`src/rtl/rxf_pkg.sv`:
```
package rxf_pkg;
    localparam int MODE_W = 2;

    typedef enum logic [MODE_W-1:0] {
        MD_DUAL   = 2'b00,
        MD_SINGLE = 2'b01,
        MD_RSVD   = 2'b10,
        MD_BYPASS = 2'b11
    } rxf_mode_e;

    typedef enum logic [2:0] {
        ST_DOWN,
        ST_ALIGN,
        ST_LOW,
        ST_HIGH,
        ST_BYPASS
    } rxf_state_e;

    typedef struct packed {
        logic edge_fall;
        logic invert;
        logic single;
    } rxf_cfg_t;
endpackage

```
`src/rtl/rxf_phase_fsm.sv`:
```
module rxf_phase_fsm
    import rxf_pkg::*;
(
    input  logic       clk,
    input  logic       rst_n,
    input  logic       pwr_down,
    input  logic       byp_req,
    input  logic       rec_clk,
    output rxf_state_e state_q,
    output rxf_state_e state_d,
    output logic       rise,
    output logic       fall
);
    always_ff @(posedge clk or negedge rst_n) begin
        if (!rst_n) state_q <= ST_DOWN;
        else        state_q <= state_d;
    end

    always_comb begin
        state_d = state_q;
        if (pwr_down) begin
            state_d = ST_DOWN;
        end else begin
            unique case (state_q)
                ST_DOWN:   state_d = ST_ALIGN;
                ST_ALIGN:  if (byp_req) state_d = ST_BYPASS;
                           else if (!rec_clk) state_d = ST_LOW;
                ST_LOW:    if (byp_req) state_d = ST_BYPASS;
                           else if (rec_clk) state_d = ST_HIGH;
                ST_HIGH:   if (byp_req) state_d = ST_BYPASS;
                           else if (!rec_clk) state_d = ST_LOW;
                ST_BYPASS: if (!byp_req) state_d = ST_ALIGN;
                default:   state_d = ST_DOWN;
            endcase
        end
    end

    assign rise = (state_q == ST_LOW)  && (state_d == ST_HIGH);
    assign fall = (state_q == ST_HIGH) && (state_d == ST_LOW);

    // a high phase is only ever entered from a low phase (no runt pulse)
    a_r8_high_after_low: assert property (@(posedge clk) disable iff (!rst_n)
        (state_q == ST_HIGH) |-> ($past(state_q) == ST_LOW || $past(state_q) == ST_HIGH));

    // power-down always lands in the down state
    a_r8_down_on_pd: assert property (@(posedge clk) disable iff (!rst_n)
        pwr_down |=> (state_q == ST_DOWN));
endmodule

```
`src/rtl/rxf_cfg_latch.sv`:
```
module rxf_cfg_latch
    import rxf_pkg::*;
(
    input  logic     clk,
    input  logic     rst_n,
    input  logic     start,
    input  rxf_cfg_t cfg_in,
    output rxf_cfg_t cfg_now
);
    rxf_cfg_t cfg_q;

    always_ff @(posedge clk or negedge rst_n) begin
        if (!rst_n)     cfg_q <= '0;
        else if (start) cfg_q <= cfg_in;
    end

    assign cfg_now = start ? cfg_in : cfg_q;

    // held settings move only at a period start
    a_r4_cfg_hold: assert property (@(posedge clk) disable iff (!rst_n)
        !start |=> $stable(cfg_q));
endmodule

```
`src/rtl/rxf_data_path.sv`:
```
module rxf_data_path
    import rxf_pkg::*;
(
    input  logic     clk,
    input  logic     rst_n,
    input  logic     pwr_down,
    input  logic     byp_next,
    input  logic     high_next,
    input  logic     rise,
    input  logic     fall,
    input  rxf_cfg_t cfg_now,
    input  logic     inv_live,
    input  logic     rec_pos,
    input  logic     rec_neg,
    input  logic     cv,
    input  logic     slc_pos,
    input  logic     slc_neg,
    input  logic     los_in,
    output logic     clk_q,
    output logic     d0_q,
    output logic     d1_q,
    output logic     los_q
);
    logic cap;
    logic d0_fmt, d1_fmt;

    assign cap = (rise && !cfg_now.edge_fall) || (fall && cfg_now.edge_fall);

    always_comb begin
        if (cfg_now.single) begin
            d0_fmt = (rec_pos | rec_neg) ^ cfg_now.invert;
            d1_fmt = cv;
        end else begin
            d0_fmt = rec_pos ^ cfg_now.invert;
            d1_fmt = rec_neg ^ cfg_now.invert;
        end
    end

    always_ff @(posedge clk or negedge rst_n) begin
        if (!rst_n) begin
            clk_q <= 1'b0;
            d0_q  <= 1'b0;
            d1_q  <= 1'b0;
            los_q <= 1'b0;
        end else if (pwr_down) begin
            clk_q <= 1'b0;
            d0_q  <= 1'b0;
            d1_q  <= 1'b0;
            los_q <= 1'b0;
        end else begin
            los_q <= los_in;
            if (byp_next) begin
                clk_q <= slc_pos ^ slc_neg;
                d0_q  <= slc_pos ^ inv_live;
                d1_q  <= slc_neg ^ inv_live;
            end else begin
                clk_q <= high_next;
                if (cap) begin
                    d0_q <= d0_fmt;
                    d1_q <= d1_fmt;
                end
            end
        end
    end

    // outside bypass and power-down, data moves only on a capture
    a_r2_data_hold: assert property (@(posedge clk) disable iff (!rst_n)
        (!pwr_down && !byp_next && !cap) |=> ($stable(d0_q) && $stable(d1_q)));

    // LOS follows with one cycle of latency while powered
    a_r9_los_follow: assert property (@(posedge clk) disable iff (!rst_n)
        !pwr_down |=> (los_q == $past(los_in)));
endmodule

```
`src/rtl/rxf_out_formatter.sv`:
```
module rxf_out_formatter
    import rxf_pkg::*;
(
    input  logic                clk,
    input  logic                rst_n,
    input  logic                rec_clk_i,
    input  logic                rec_pos_i,
    input  logic                rec_neg_i,
    input  logic                cv_i,
    input  logic                slc_pos_i,
    input  logic                slc_neg_i,
    input  logic                los_i,
    input  logic [MODE_W-1:0]   mode_i,
    input  logic                edge_sel_i,
    input  logic                inv_i,
    input  logic                pwr_down_i,
    output logic                rx_clk_o,
    output logic                rx_d0_o,
    output logic                rx_d1_o,
    output logic                los_o
);
    rxf_state_e state_q, state_d;
    logic       rise, fall, byp_req;
    rxf_cfg_t   cfg_in, cfg_now;

    assign byp_req = (mode_i == MD_BYPASS);

    assign cfg_in.edge_fall = edge_sel_i;
    assign cfg_in.invert    = inv_i;
    assign cfg_in.single    = (mode_i == MD_SINGLE) || (mode_i == MD_RSVD);

    rxf_phase_fsm u_fsm (
        .clk      (clk),
        .rst_n    (rst_n),
        .pwr_down (pwr_down_i),
        .byp_req  (byp_req),
        .rec_clk  (rec_clk_i),
        .state_q  (state_q),
        .state_d  (state_d),
        .rise     (rise),
        .fall     (fall)
    );

    rxf_cfg_latch u_cfg (
        .clk     (clk),
        .rst_n   (rst_n),
        .start   (rise),
        .cfg_in  (cfg_in),
        .cfg_now (cfg_now)
    );

    rxf_data_path u_dp (
        .clk       (clk),
        .rst_n     (rst_n),
        .pwr_down  (pwr_down_i),
        .byp_next  (state_d == ST_BYPASS),
        .high_next (state_d == ST_HIGH),
        .rise      (rise),
        .fall      (fall),
        .cfg_now   (cfg_now),
        .inv_live  (inv_i),
        .rec_pos   (rec_pos_i),
        .rec_neg   (rec_neg_i),
        .cv        (cv_i),
        .slc_pos   (slc_pos_i),
        .slc_neg   (slc_neg_i),
        .los_in    (los_i),
        .clk_q     (rx_clk_o),
        .d0_q      (rx_d0_o),
        .d1_q      (rx_d1_o),
        .los_q     (los_o)
    );

    // power-down silences every output on the next cycle
    a_r8_pd_silent: assert property (@(posedge clk) disable iff (!rst_n)
        pwr_down_i |=> !(rx_clk_o || rx_d0_o || rx_d1_o || los_o));

    // in bypass the output clock is the XOR of the slicer rails
    a_r7_bypass_xor: assert property (@(posedge clk) disable iff (!rst_n)
        (!pwr_down_i && byp_req && state_q == ST_BYPASS) |=> (rx_clk_o == $past(slc_pos_i ^ slc_neg_i)));

    // aligned, non-bypass output clock follows the recovered clock
    a_r10_clk_follow: assert property (@(posedge clk) disable iff (!rst_n)
        (!pwr_down_i && !byp_req && (state_q == ST_LOW || state_q == ST_HIGH)) |=> (rx_clk_o == $past(rec_clk_i)));
endmodule

```
`config.mk`:
```
export PLATFORM = sky130hd
export DESIGN_NAME = rxf_out_formatter
export DESIGN_NICKNAME = d
export VERILOG_FILES = /design/src/rtl/rxf_pkg.sv /design/src/rtl/rxf_phase_fsm.sv /design/src/rtl/rxf_cfg_latch.sv /design/src/rtl/rxf_data_path.sv /design/src/rtl/rxf_out_formatter.sv
export SDC_FILE = /design/constraint.sdc
export NUM_CORES = 1
export LEC_CHECK = 0
export ABC_AREA = 0
export BUFFER_PORTS_ARGS = -buffer_cell sky130_fd_sc_hd__clkbuf_2
export CAP_MARGIN = 15
export CORE_UTILIZATION = 40
export DETAILED_ROUTE_END_ITERATION = 6
export PLACE_DENSITY = 0.64
export SLEW_MARGIN = 0
export SYNTH_ARGS = -nofsm -noshare
export SYNTH_HDL_FRONTEND = slang
export SYNTH_SLANG_ARGS = --single-unit
```
`constraint.sdc`:
```
create_clock -name clk -period 1.85 [get_ports clk]
set_input_delay 0.185 -clock clk [delete_from_list [all_inputs] [get_ports clk]]
set_output_delay 0.185 -clock clk [all_outputs]
set_load 0.05 [all_outputs]
```
==> summary.md <==
| Metric | Value |
|---|---|
| Synth Area in Compound Gates | `19.9%` |
| Clock power frac | `23.3%` |
| Fin. max-slew vios | `0` |
| PortBufs | `17` |
| Final worst path period share | `94.9%` |
| Clk Tree Root Cell | `clkbuf_4` |
| H-tree levels | `1` |
| Max Clk Rate | `570 MHz` |
| DPL Wire Length | `1010 µm` |
| Most Crowded Layer GR | `met2` |
| Layout cells sized above 1 | `48.3%` |
| Internal | `422 µW` |
| WL/cell | `13.5 µm` |
| Max_cap viols | `0` |
| Psw | `206 µW` |
| Top-area cell type share of the netlist area | `43.2%` |
| CP max FO | `5` |
| Worst r2r dst | `u_dp.d0_q$_DFFE_PN0P_` |
| Max Root-Sink Buffers | `2` |
| Final setup viols | `0` |
| CP required | `1.99 ns` |
| M3 GR Usage | `5.56%` |
| Pre-CTS WS | `-0.101 ns` |
| Xor-xnor portion of the synthesized cell area | `7.56%` |
| Inserted Clock Buffers | `3` |
| Hold WC Path Type | `in -> reg` |
| Switching fraction of total power | `32.8%` |
| Total negative slack | `0 ns` |
| Sequential Power Share | `42.7%` |
| DIE HEIGHT | `40.1 µm` |
| Final wirelength | `1380 µm` |
| Remaining DRCs | `0` |
| Mux contribution to synthesized area | `5.62%` |
| Setup crit end kind | `register` |
| Synth Flop Type | `dfrtp_1` |
| Final setup skew | `0.00301 ns` |
| TritonCTS Sinks | `10` |
| Nets | `104` |
| Sequential share of the synthesized area | `43.2%` |
| RSZ-0062 raised after global routing | `true` |
| Initial antenna violation count | `0` |
| Synthesized netlist cell count | `56` |
| Met1 Resource Use GR | `26.7%` |
| Vias in the first global route | `491` |
| First-pass GRT wire length | `2130 µm` |
| Area grow syn2layout | `40.0%` |
| LEAKAGE | `0.000395 µW` |
| Met2 Usage GRT | `31.9%` |
| Reg2reg path depth | `5` |
| Worst Hold End | `u_dp.los_q$_DFF_PN0_` |
| Cell area after synthesis | `579 µm²` |
| Pwr Total | `628 µW` |
| R2r setup slk | `0.1 ns` |
| Area of the die | `1600 µm²` |
| Starting Density | `44.0%` |
| Number of synthesized flops with an enable pin | `0` |
| Syn Area/Cell | `10.3 µm²` |
| Area contributors post-synth | `dfrtp_1, xnor2_1, nor2_1, mux2_2, nor3_1` |
| Clk_lat worst skew | `0.26 ns` |
| Setup CP Type | `reg -> reg` |
| GRT Total Usage | `20.5%` |
| Final Hold Fails | `0` |
| Vias per inst | `5.36` |
| Area occupied by multi-input gates | `342 µm²` |
| Start point of the worst hold path | `los_i` |
| Outcome | `completed` |
| Routability cong. | `0.687` |
| Tightest Pin Transition | `0.714 ns` |
| Adder-cell share of the synthesized area | `2.16%` |
| Row cnt | `13` |
| First-pass DRT Iterations | `2` |
| Final instance area | `811 µm²` |
| Ys Warns | `0` |
| Dominant cell type by area after synthesis | `dfrtp_1` |
| Hold depth | `2` |
| Most frequent cell after synthesis | `dfrtp_1` |
| Post-synthesis simple-gate area fraction | `20.3%` |
| Placed instance area | `743 µm²` |
| Core Area | `1320 µm²` |
| Total grt overflow | `0` |
| CTS tree | `yes` |
| Crit path DAT | `1.90 ns` |
| Async set or reset register ratio after synthesis | `100%` |
| Netlist cell types | `29` |
| PwrDens | `774 nW/µm²` |
| Top cells by count, synth | `dfrtp_1, nor2_1, nor3_1, xnor2_1` |
| Worst r2r src | `u_fsm.state_q[2]$_DFF_PN0_` |
| Largest family of logic cells by synthesized area | `simple AND/OR/NAND/NOR gates` |
| Reg clk slew, reported paths | `0.06 ns` |
| Routed via count | `547` |
| Peak VDD IR | `0.393 mV` |
| Fill cells | `118` |
| Syn Nets | `71` |
| Fin crit period | `1.75 ns` |
| Flops & latches, synth | `10` |
| Chip Width | `40.1 µm` |
| Post-route antenna net violation count | `0` |
| Slew headroom | `52.0%` |
| Ant diodes | `0` |
| Io pins | `18` |
| Gate power share | `34.1%` |
| FF+latch area | `250 µm²` |
| Largest net degree at the start of global routing | `11` |
| Final setup margin | `0.0953 ns` |
| Critical Path Start Type | `register` |
| Initial DRC Count | `8` |
| Fin util | `61.5%` |
==> sequential cells by signal, indices dropped and copies added, names as in the netlist <==
signal and flops:
u_dp.los_q 1, u_cfg.cfg_q 3, u_dp.d1_q 1, u_dp.clk_q 1, u_dp.d0_q 1, u_fsm.state_q 3
==> cell usage in the layout, fill, tap and decap left out, drive strengths merged <==
cell type / synthesis / final
and3: 1 / 1
nor2b: 2 / 2
nand3b: 1 / 1
dlygate4sd3: 0 / 1
a221oi: 1 / 1
o21a: 1 / 1
xor2: 1 / 1
o22ai: 1 / 1
a211o: 1 / 1
o21ai: 1 / 1
a2111oi: 1 / 1
a21o: 1 / 1
nor4: 1 / 1
o211a: 1 / 1
dfrtp: 10 / 10
ha: 1 / 1
clkbuf: 0 / 20
a32oi: 1 / 1
nor3b: 1 / 1
nor2: 8 / 8
o31ai: 2 / 2
buf: 0 / 10
nand2: 2 / 2
xnor2: 4 / 4
nor3: 4 / 4
mux2: 2 / 2
inv: 2 / 2
or3: 1 / 1
a21oi: 2 / 2
a311oi: 1 / 1
mux2i: 1 / 1
==> per-stage QoR <==
| stage | instances | hold WS, ns |
|---|---|---|
| final | 102 | 0.144 |
| after global routing | 102 | 0.156 |
| after CTS | 100 | 0.138 |
| after detailed placement | 96 | 0.0700 |
| after global placement | 96 | 0.0701 |
| after floorplan | 56 | -0.111 |
==> worst max path at each step <==
stage                                           from                     to  cells past startpoint
after floorplan           u_fsm.state_q[2]$_DFF_PN0_  u_dp.d1_q$_DFFE_PN0P_                      5
after global placement                     mode_i[0]  u_dp.d1_q$_DFFE_PN0P_                      7
after detailed placement                   mode_i[0]  u_dp.d1_q$_DFFE_PN0P_                      7
after CTS                 u_fsm.state_q[2]$_DFF_PN0_  u_dp.d1_q$_DFFE_PN0P_                      5
after global routing      u_fsm.state_q[0]$_DFF_PN0_  u_dp.d0_q$_DFFE_PN0P_                      5
final                     u_fsm.state_q[2]$_DFF_PN0_  u_dp.d0_q$_DFFE_PN0P_                      5
==> critical path, cell delays in order, from the launching register on <==
cell and delay, ns:
dfrtp_1 0.38, or3_4 0.38, o211a_1 0.26, a311oi_2 0.30, nor3b_2 0.23, o31ai_1 0.09
==> layout make-up <==
type	count	share of cell area [%]
tap	15	2.31
timing repair buffer	28	21.0
clock buffer	3	2.78
multi-input combinational	44	42.1
sequential	10	30.9
inverter	2	0.926
==> layer usage <==
metal	wire, µm	vias to the layer above
met5	0	-
met4	0	0
met3	39	0
met2	712	8
met1	628	265
li1	-	274
==> power groups by stage <==
stage	Sequential, µW	Combinational (µW)	Clock, µW
floorplan	300	88.7	0
global placement	270	186	0
detailed placement	270	188	0
CTS	266	197	153
global route	271	231	164
finish	268	214	146
==> cells by family (layout without fill, tap and decap cells) <==
logic type                 Yosys count  in the layout
AOI/OAI and AO/OA                   14             14
xor gates and xnor gates             5              5
muxes                                3              3
DFF                                 10             10
buffers and inverters                2             33
adders and majority gates            1              1
and+or+nand+nor                     21             21
==> repair_timing <==
action,in CTS,in global routing
hold endpoints to repair,10,0
hold buffers,1,0
setup buffers,0,2
setup endpoints to repair,1,2
gates cloned,0,0
gates resized for setup,1,3
pin swaps,0,3
No activity file was read; power rests on OpenSTA's default activity.
